**config.mk**
```make
export PLATFORM = sky130hd
export DESIGN_NAME = pmp_csr_file
export DESIGN_NICKNAME = d
export VERILOG_FILES = /design/src/rtl/pmp_csr_pkg.sv /design/src/rtl/pmp_csr_ctrl.sv /design/src/rtl/pmp_csr_dp.sv /design/src/rtl/pmp_csr_file.sv
export SDC_FILE = /design/constraint.sdc
export NUM_CORES = 2
export LEC_CHECK = 0
export BUFFER_PORTS_ARGS = -buffer_cell sky130_fd_sc_hd__buf_2
export CAP_MARGIN = 30
export CELL_PAD_IN_SITES_DETAIL_PLACEMENT = 0
export CELL_PAD_IN_SITES_GLOBAL_PLACEMENT = 2
export CORE_MARGIN = 3
export CORE_UTILIZATION = 25
export DETAILED_ROUTE_END_ITERATION = 7
export PLACE_DENSITY_LB_ADDON = 0.3
export SLEW_MARGIN = 20
export SYNTH_ARGS = -nofsm -noshare
export SYNTH_HDL_FRONTEND = slang
export SYNTH_HIERARCHICAL = 1
export SYNTH_SLANG_ARGS = --single-unit
export TNS_END_PERCENT = 10
```
**constraint.sdc**
```tcl
create_clock -name clk -period 3.95 [get_ports clk]
set_input_delay 0.395 -clock clk [delete_from_list [all_inputs] [get_ports clk]]
set_output_delay 0.395 -clock clk [all_outputs]
set_load 0.05 [all_outputs]
```
**src/rtl/pmp_csr_pkg.sv**
```systemverilog
package pmp_csr_pkg;

  typedef enum logic [1:0] {
    KIND_CFG  = 2'd0,
    KIND_ADDR = 2'd1,
    KIND_SEC  = 2'd2,
    KIND_NONE = 2'd3
  } csrKind_e;

  typedef enum logic [1:0] {
    MATCH_OFF   = 2'd0,
    MATCH_TOR   = 2'd1,
    MATCH_NA4   = 2'd2,
    MATCH_NAPOT = 2'd3
  } matchMode_e;

  // bit positions inside one configuration byte
  localparam int unsigned CFG_LOCK_BIT = 7;
  localparam int unsigned CFG_MODE_LO  = 3;

  // bit positions inside the security register
  localparam int unsigned SEC_LOCKDOWN = 0;
  localparam int unsigned SEC_WHITELIST = 1;
  localparam int unsigned SEC_BYPASS   = 2;

  // strobes from control to datapath
  typedef struct packed {
    logic cfgWr;    // a configuration write happened (drives the flush)
    logic addrWr;   // accepted address write to csrIdx
    logic secWr;    // security register write
    logic bypassOk; // bypass bit may take the written value
  } strobe_t;

endpackage

```
**src/rtl/pmp_csr_ctrl.sv**
```systemverilog
module pmp_csr_ctrl
  import pmp_csr_pkg::*;
#(
  parameter int unsigned NUM_REGIONS = 16,
  parameter int unsigned XLEN        = 32,
  parameter int unsigned IDX_W       = 8
) (
  input  logic                     csrWr,
  input  logic [1:0]               csrKind,
  input  logic [IDX_W-1:0]         csrIdx,
  input  logic [XLEN-1:0]          csrWdata,
  input  logic                     extMode,
  input  logic [NUM_REGIONS-1:0]   lockVec,
  input  logic [NUM_REGIONS-1:0]   torVec,
  input  logic                     secLockdown,
  input  logic                     secBypass,
  output strobe_t                  stb,
  output logic [NUM_REGIONS-1:0]   cfgByteEn,
  output logic [NUM_REGIONS*8-1:0] cfgNext
);

  localparam int unsigned BYTES_PER_WORD = XLEN / 8;
  localparam int unsigned LANE_W = (BYTES_PER_WORD > 1) ? $clog2(BYTES_PER_WORD) : 1;

  logic        wrCfg;
  logic        wrAddr;
  logic        wrSec;
  logic [31:0] baseRegion;

  assign wrCfg      = csrWr && (csrKind == KIND_CFG);
  assign wrAddr     = csrWr && (csrKind == KIND_ADDR);
  assign wrSec      = csrWr && (csrKind == KIND_SEC);
  assign baseRegion = 32'(csrIdx) << 2;

  // per-region acceptance of a configuration byte
  for (genvar r = 0; r < NUM_REGIONS; r++) begin : g_cfgLane
    logic [31:0]       offs;
    logic              inWord;
    logic [LANE_W-1:0] lane;
    logic              newLock;
    logic [2:0]        newXwr;
    logic              lockdownOk;
    logic              accept;

    assign offs    = 32'(r) - baseRegion;
    assign inWord  = (32'(r) >= baseRegion) && (offs < 32'(BYTES_PER_WORD));
    assign lane    = offs[LANE_W-1:0];
    assign newLock = csrWdata[{lane, 3'b111}];
    assign newXwr  = csrWdata[{lane, 3'b000} +: 3];

    assign lockdownOk = (newLock && !newXwr[2]) || (!newLock && (newXwr != 3'b110));

    always_comb begin
      if (!extMode) begin
        accept = !lockVec[r];
      end else begin
        accept = secBypass
              || (!secLockdown && !lockVec[r])
              || (secLockdown && lockdownOk);
      end
    end

    assign cfgByteEn[r]      = wrCfg && inWord && accept;
    assign cfgNext[r*8 +: 8] = csrWdata[{lane, 3'b000} +: 8];
  end

  // address write guards: own lock and locked top-of-range neighbour
  logic idxInRange;
  logic selfLocked;
  logic nextLockedTor;
  logic anyLocked;

  assign idxInRange = 32'(csrIdx) < 32'(NUM_REGIONS);

  always_comb begin
    selfLocked    = 1'b0;
    nextLockedTor = 1'b0;
    for (int r = 0; r < NUM_REGIONS; r++) begin
      if (32'(csrIdx) == 32'(r)) begin
        selfLocked = lockVec[r];
      end
      if (32'(csrIdx) + 32'd1 == 32'(r)) begin
        nextLockedTor = lockVec[r] && torVec[r];
      end
    end
  end

  assign anyLocked = |lockVec;

  always_comb begin
    stb          = '0;
    stb.cfgWr    = wrCfg;
    stb.addrWr   = wrAddr && idxInRange && !selfLocked && !nextLockedTor;
    stb.secWr    = wrSec;
    stb.bypassOk = secBypass || !anyLocked;
  end

endmodule

```
**src/rtl/pmp_csr_dp.sv**
```systemverilog
module pmp_csr_dp
  import pmp_csr_pkg::*;
#(
  parameter int unsigned NUM_REGIONS = 16,
  parameter int unsigned XLEN        = 32,
  parameter int unsigned IDX_W       = 8
) (
  input  logic                        clk,
  input  logic                        rst,
  input  strobe_t                     stb,
  input  logic [NUM_REGIONS-1:0]      cfgByteEn,
  input  logic [NUM_REGIONS*8-1:0]    cfgNext,
  input  logic [1:0]                  csrKind,
  input  logic [IDX_W-1:0]            csrIdx,
  input  logic [XLEN-1:0]             csrWdata,
  output logic [XLEN-1:0]             csrRdata,
  output logic [NUM_REGIONS*8-1:0]    cfgQ,
  output logic [NUM_REGIONS*XLEN-1:0] addrQ,
  output logic [NUM_REGIONS-1:0]      lockVec,
  output logic [NUM_REGIONS-1:0]      torVec,
  output logic                        lockdownQ,
  output logic                        whitelistQ,
  output logic                        bypassQ,
  output logic                        flushQ
);

  localparam int unsigned BYTES_PER_WORD = XLEN / 8;

  always_ff @(posedge clk) begin
    if (rst) begin
      cfgQ       <= '0;
      addrQ      <= '0;
      lockdownQ  <= 1'b0;
      whitelistQ <= 1'b0;
      bypassQ    <= 1'b0;
      flushQ     <= 1'b0;
    end else begin
      for (int r = 0; r < NUM_REGIONS; r++) begin
        if (cfgByteEn[r]) begin
          cfgQ[r*8 +: 8] <= cfgNext[r*8 +: 8];
        end
        if (stb.addrWr && (32'(csrIdx) == 32'(r))) begin
          addrQ[r*XLEN +: XLEN] <= csrWdata;
        end
      end
      if (stb.secWr) begin
        lockdownQ  <= lockdownQ  | csrWdata[SEC_LOCKDOWN];
        whitelistQ <= whitelistQ | csrWdata[SEC_WHITELIST];
        bypassQ    <= csrWdata[SEC_BYPASS] & stb.bypassOk;
      end
      flushQ <= stb.cfgWr;
    end
  end

  for (genvar r = 0; r < NUM_REGIONS; r++) begin : g_flags
    assign lockVec[r] = cfgQ[r*8 + CFG_LOCK_BIT];
    assign torVec[r]  = (cfgQ[r*8 + CFG_MODE_LO +: 2] == MATCH_TOR);
  end

  logic [31:0] baseRegion;
  assign baseRegion = 32'(csrIdx) << 2;

  always_comb begin
    csrRdata = '0;
    case (csrKind)
      KIND_CFG: begin
        for (int i = 0; i < BYTES_PER_WORD; i++) begin
          for (int r = 0; r < NUM_REGIONS; r++) begin
            if (baseRegion + 32'(i) == 32'(r)) begin
              csrRdata[i*8 +: 8] = cfgQ[r*8 +: 8];
            end
          end
        end
      end
      KIND_ADDR: begin
        for (int r = 0; r < NUM_REGIONS; r++) begin
          if (32'(csrIdx) == 32'(r)) begin
            csrRdata = addrQ[r*XLEN +: XLEN];
          end
        end
      end
      KIND_SEC: begin
        csrRdata[SEC_LOCKDOWN]  = lockdownQ;
        csrRdata[SEC_WHITELIST] = whitelistQ;
        csrRdata[SEC_BYPASS]    = bypassQ;
      end
      default: csrRdata = '0;
    endcase
  end

endmodule

```
**src/rtl/pmp_csr_file.sv**
```systemverilog
module pmp_csr_file
  import pmp_csr_pkg::*;
#(
  parameter int unsigned NUM_REGIONS = 16,
  parameter int unsigned XLEN        = 32,
  parameter int unsigned IDX_W       = 8
) (
  input  logic                        clk,
  input  logic                        rst,
  input  logic                        extMode,
  input  logic                        csrWr,
  input  logic [1:0]                  csrKind,
  input  logic [IDX_W-1:0]            csrIdx,
  input  logic [XLEN-1:0]             csrWdata,
  output logic [XLEN-1:0]             csrRdata,
  output logic [NUM_REGIONS*8-1:0]    cfgOut,
  output logic [NUM_REGIONS*XLEN-1:0] addrOut,
  output logic [2:0]                  secOut,
  output logic                        flushPulse
);

  strobe_t                  stb;
  logic [NUM_REGIONS-1:0]   cfgByteEn;
  logic [NUM_REGIONS*8-1:0] cfgNext;
  logic [NUM_REGIONS-1:0]   lockVec;
  logic [NUM_REGIONS-1:0]   torVec;
  logic                     lockdownQ;
  logic                     whitelistQ;
  logic                     bypassQ;

  pmp_csr_ctrl #(
    .NUM_REGIONS(NUM_REGIONS), .XLEN(XLEN), .IDX_W(IDX_W)
  ) i_ctrl (
    .csrWr      (csrWr),
    .csrKind    (csrKind),
    .csrIdx     (csrIdx),
    .csrWdata   (csrWdata),
    .extMode    (extMode),
    .lockVec    (lockVec),
    .torVec     (torVec),
    .secLockdown(lockdownQ),
    .secBypass  (bypassQ),
    .stb        (stb),
    .cfgByteEn  (cfgByteEn),
    .cfgNext    (cfgNext)
  );

  pmp_csr_dp #(
    .NUM_REGIONS(NUM_REGIONS), .XLEN(XLEN), .IDX_W(IDX_W)
  ) i_dp (
    .clk       (clk),
    .rst       (rst),
    .stb       (stb),
    .cfgByteEn (cfgByteEn),
    .cfgNext   (cfgNext),
    .csrKind   (csrKind),
    .csrIdx    (csrIdx),
    .csrWdata  (csrWdata),
    .csrRdata  (csrRdata),
    .cfgQ      (cfgOut),
    .addrQ     (addrOut),
    .lockVec   (lockVec),
    .torVec    (torVec),
    .lockdownQ (lockdownQ),
    .whitelistQ(whitelistQ),
    .bypassQ   (bypassQ),
    .flushQ    (flushPulse)
  );

  assign secOut = {bypassQ, whitelistQ, lockdownQ};

endmodule

```
# Yosys cells after proc, flatten, opt, wreduce, memory -nomap -nowiden
# Cells that the tools add are included.
# classes
n_addsub	20
n_mul	0
div	0
order_cmp	49
eq_ne	109
shifts	32
mux	150
n_bitwise	3
reduce_logical	259
# ops
cell	n
32-bit by 4-bit == test with 1-bit output (second input constant)	32
32-bit by 3-bit == test with 1-bit output (second input constant)	16
32-bit by 3-bit < comparator with 1-bit output (second input constant)	16
32-bit two-way mux	16
32-bit by 6-bit indexed part select with 3-bit output	16
32-bit by 6-bit indexed part select with 8-bit output	16
8-bit two-way mux	52
32-bit by 2-bit == test with 1-bit output (second input constant)	8
32-bit logical NOT	5
1-bit logical AND	150
32-bit by 1-bit == test with 1-bit output (second input constant)	4
5-bit by 6-bit < comparator with 1-bit output (second input constant)	16
4-bit by 10-bit subtractor with 11-bit output (first input constant)	8
4-bit by 10-bit >= comparator with 1-bit output (first input constant)	8
8-bit by 4-bit == test with 1-bit output (second input constant)	8
1-bit two-way mux	64
29-bit case mux with 2 select lines	1
1-bit logical NOT	52
1-bit logical OR	49
3-bit inequality test (second input constant)	16
3-bit by 10-bit subtractor with 11-bit output (first input constant)	4
3-bit by 10-bit >= comparator with 1-bit output (first input constant)	4
2-bit by 1-bit == test with 1-bit output (second input constant)	17
1-bit binary-select mux with 2-bit select	16
other kinds (18)	28
# word_totals
ff_bits	644
latchBits	0
mem_bits_rw	0
mem_bits_ro	0
input_bits	46
out_inout_bits	676
word_cells	658
mem_count	0

# Depth between registers and ports, before layout
# depth
depth_word	21
ltp_mapped	13
mapped_depth_nobuf	10

# By module
# The synthesis kept the hierarchy.
# modules_own_cells
module	n_inst	cells_each	area_each_um2	seq_area_each_um2
pmp_csr_dp	1	3534	28357.2	12892.4
pmp_csr_ctrl	1	277	1926.8	0.0
pmp_csr_file	1	3	22.5	0.0

# Least setup slack after synthesis
# No wires, ideal clock.
# synth_timing
kind	input -> output
from	in csrIdx[5]
to	out csrRdata[24]
arrival_ps	3150
required_ps	3555
slack_ps	405
cell_stages	8
n_path_buf	3
path_cell_list	or4_1 -> buf_2 -> or3_1 -> buf_2 -> buf_2 -> o21ai_0 -> a221oi_1 -> o31ai_1
# synth_via
elab_chain_cells	19
elab_cells_between_ends	66
cone_classes	add/sub: 1; eq/ne: 30; mux: 33; reduce/logical: 2
# synth_lines
element	line	source
from (decl)	pmp_csr_file.sv:13	input logic [IDX_W-1:0] csrIdx,
10-bit by 2-bit adder with 11-bit output	pmp_csr_dp.sv:69	if (baseRegion + 32'(i) == 32'(r)) begin
32-bit logical NOT	pmp_csr_dp.sv:69	
8-bit two-way mux (16 in series)	pmp_csr_dp.sv:69	
29-bit case mux with 2 select lines (*)	pmp_csr_dp.sv:65	case (csrKind)
to (decl)	pmp_csr_file.sv:15	output logic [XLEN-1:0] csrRdata,
# Every way passes the cells marked *; elsewhere a longest branch is shown, timed or not.

# Worst setup path after layout
# layout_timing
from	in csrIdx[4]
to	out csrRdata[2]
# layout_via
elab_chain_cells	18
elab_cells_between_ends	38
cone_classes	eq/ne: 15; mux: 21; reduce/logical: 2
# layout_lines
element	line	source
8-bit logical NOT	pmp_csr_dp.sv:77	if (32'(csrIdx) == 32'(r)) begin
32-bit two-way mux (16 in series)	pmp_csr_dp.sv:77	
3-bit case mux with 3 select lines (*)	pmp_csr_dp.sv:65	
# Marked as above.

==> results by group <==
Yosys
  • Synth unique cells: 71
  • Most frequent cell after synthesis: nand2_1
  • Most used DFF post-synth: dfxtp_1
  • Synth Cell Area: ~0.030 mm^2
  • Flops & latches, synth: 644
  • Post-synthesis sequential area ratio: a little over two fifths
  • EDFF count, synth: 0
  • Synth warn: 6
  • Share of flip-flops with an asynchronous set or reset: 0%
  • Post-synth top cells: 1130 x nand2_1, 644 x dfxtp_1, 597 x a21oi_1
  • Synth Net Count: about 3900
  • Synthesized area per cell: 7.95 um^2
  • Top post-synthesis cells by area: dfxtp_1 43%, nand2_1 14%, a21oi_1 9.9%, mux4_2 5.9%, mux2i_1 5.4%
  • Synth area leader: dfxtp_1
  • Synth top area share: 42.5%
  • Post-synthesis cell count: 3814

Routing
  • DR WL/cell: 30.8 um
  • Drt via density: 5.10
  • Post-route ant nets: 0
  • # DRC: 0
  • Iteration-0 DRC Markers: 2763
  • Via Count: 30600
  • DRT Wirelength: 185 mm
  • Drt pass-1 iters: 5

CTS
  • H-tree lvl count: 3
  • CTS Hold Buffers Added: 0
  • CTS Buf Count: 84
  • Worst-path clk slew: 0.06 ns
  • CTS Root Cell: clkbuf_16
  • Clock Latency Late Sink: 0.68 ns
  • Clock tree buffer depth: 3
  • Post-CTS Resized: 0
  • CTS tree: done
  • Clock Sinks: 644
  • Post-CTS Setup Bufs: 0

Global route
  • First-pass GRT wire length: around 250 mm
  • Largest net degree at the start of global routing: 92
  • Congestion Overflow GR: 0
  • Vias in the first global route: 28900
  • GRT Resource Usage Total: 28.2%
  • Initial antenna violation count: 7

Power and ir drop
  • Pwr Density: between 300 and 400 mW/mm^2
  • Logic pwr share: 5.9%
  • Total Power: 15300 uW
  • Clock share of power: around half
  • Leak: between 0.015 and 0.02 uW
  • Sequential Power Share: a little over two fifths
  • Internal power: 11400 uW
  • Switch Pwr: 3950 uW
  • Max VDD drop: 290 uV
  • Sw frac: 25.8%

Die
  • Starting Density: 25.2%
  • Die width: 354 um
  • Die Area: 0.125 mm^2
  • # IOs: slightly above 700
  • Die height: ~350 um
  • Core ar.: about 0.12 mm^2
  • Site Rows: 127

Finish
  • Fillers: 12900
  • FF/Latch Area: approximately 0.013 mm^2
  • Design area: 0.0387 mm^2
  • Fin nets: between 4000 and 5000
  • Multi-input gate area: about 0.015 mm^2
  • Area growth, synth to finish: 27.8%
  • Post-layout util: 32.2%
  • Fraction of layout cells with a size suffix above 1: 27.6%

Timing
  • Slew Limit Fails: 0
  • Setup_tns: 0 ns
  • Hold_ws: 0.262 ns
  • Final setup vio count: 0
  • Worst-case clock skew: between 0.03 and 0.04 ns
  • Final Hold Viols: 0
  • Relative slew slack: 41.1%
  • Unrepaired setup endpoints after global routing: false
  • Fin crit share: a little over 90%
  • Measured slew at the worst slew-check pin: 0.883 ns
  • Max frequency: 272 MHz
  • Final min period: approximately 3.7 ns

Setup path
  • Critical-path maximum fanout: 7
  • Crit start category: input pin
  • Critical R2R Launch: i_dp/cfgQ[55]
  • Crit path required time: 3.56 ns
  • Reg2Reg Depth: 11
  • Reg2reg setup slack: 0.95 ns
  • RR Endpoint: i_dp/addrQ[52]
  • Setup crit end kind: output pin
  • WP data arrival: 3.28 ns
  • Setup CP Type: in -> out

Placement
  • DP HPWL: 137 mm
  • Placer Congestion: 0.914
  • Buffers on Ports: 721
  • Placed inst area: about 0.036 mm^2

Worst hold path
  • Hold Path Sink: i_dp/bypassQ
  • Min-delay src: csrWr
  • Worst hold path class: in -> reg
  • Worst Hold Depth: 4

Run
  • Max cap viols: 0

Run status
  • Status: complete, no violations
-- power by group through the flow --
stage	sequential, uW	clock (uW)	combinational [uW]
2_1_floorplan	6640	0	529
3_3_place_gp	6640	0	899
3_5_place_dp	6640	0	895
4_1_cts	6500	8080	897
5_1_grt	6500	8300	931
6_report	6500	7920	901
-- kinds of logic after synthesis --
family | synth area share (%)
and+or+nand+nor | 19.4
muxes | 12.4
adders and majority gates | 0.165
AOI/OAI and AO/OA | 16.9
buffers and inverters | 8.50
DFF | 42.5
-- through the flow --
step / std cells / setup slack [ns]
2_1_floorplan: 3814 / 0.405
3_3_place_gp: 5844 / 0.275
3_5_place_dp: 5844 / 0.264
4_1_cts: 5995 / 0.210
5_1_grt: 5997 / 0.213
6_report: 6000 / 0.275
-- cell type report --
type | instances | area share (%)
Clock buffer | 123 | 6.46
Multi-Input combinational cell | 2657 | 38.7
Timing Repair Buffer | 922 | 15.5
Sequential cell | 644 | 33.3
Tap cell | 1612 | 5.21
Antenna cell | 5 | 0.0323
Clock inverter | 28 | 0.743
Inverter | 9 | 0.0872
-- cell usage in the layout, fill, tap and decap left out, drive strengths merged, types with 5 or more instances in the layout --
master | netlist | layout
a221oi | 23 | 23
clkbuf | 280 | 124
o21ai | 100 | 100
dfxtp | 644 | 644
o22ai | 35 | 35
nor3 | 17 | 17
diode | 0 | 5
mux4 | 80 | 80
clkinv | 0 | 17
inv | 9 | 12
mux2 | 28 | 28
a32oi | 6 | 6
a211oi | 10 | 10
mux2i | 164 | 164
a211o | 9 | 9
o211ai | 29 | 29
a31oi | 11 | 11
nor2b | 29 | 29
or3 | 7 | 7
a21oi | 599 | 599
nand2 | 1130 | 1130
a21boi | 5 | 5
nand2b | 26 | 26
nor2 | 198 | 198
buf | 224 | 921
o21a | 8 | 8
nand3 | 39 | 39
a22oi | 19 | 19
nor4 | 8 | 8
o221ai | 12 | 12
-- layer usage --
| metal | global-route usage [%] | share of wire, % |
|---|---|---|
| met5 | 0 | 0 |
| met4 | 9.50 | 3.5 |
| met1 | 35.2 | 41 |
| met2 | 47.5 | 48 |
| met3 | 6.73 | 7.4 |
-- sequential cells by signal, indices dropped and copies added (netlist names) --
register         count
i_dp/flushQ          1
i_dp/cfgQ          128
i_dp/addrQ         512
i_dp/bypassQ         1
i_dp/lockdownQ       1
i_dp/whitelistQ      1
-- critical path, cell delays in order --
cell,delay (ns)
buf_2,0.14
or4_1,0.68
buf_4,0.24
or3_1,0.54
buf_4,0.25
o21ai_0,0.21
a311oi_1,0.08
o211ai_1,0.38
buf_2,0.34
-- worst max-delay path by stage --
stage | to | slack (ns) | start
floorplan | csrRdata[24] | 0.41 | csrIdx[5]
global placement | i_dp/addrQ[484] | 0.28 | csrIdx[1]
detailed placement | i_dp/addrQ[484] | 0.26 | csrIdx[1]
CTS | csrRdata[11] | 0.21 | i_dp/addrQ[363]
global route | csrRdata[11] | 0.21 | csrIdx[4]
finish | csrRdata[2] | 0.28 | csrIdx[4]
(Power assumes the default switching activity.)
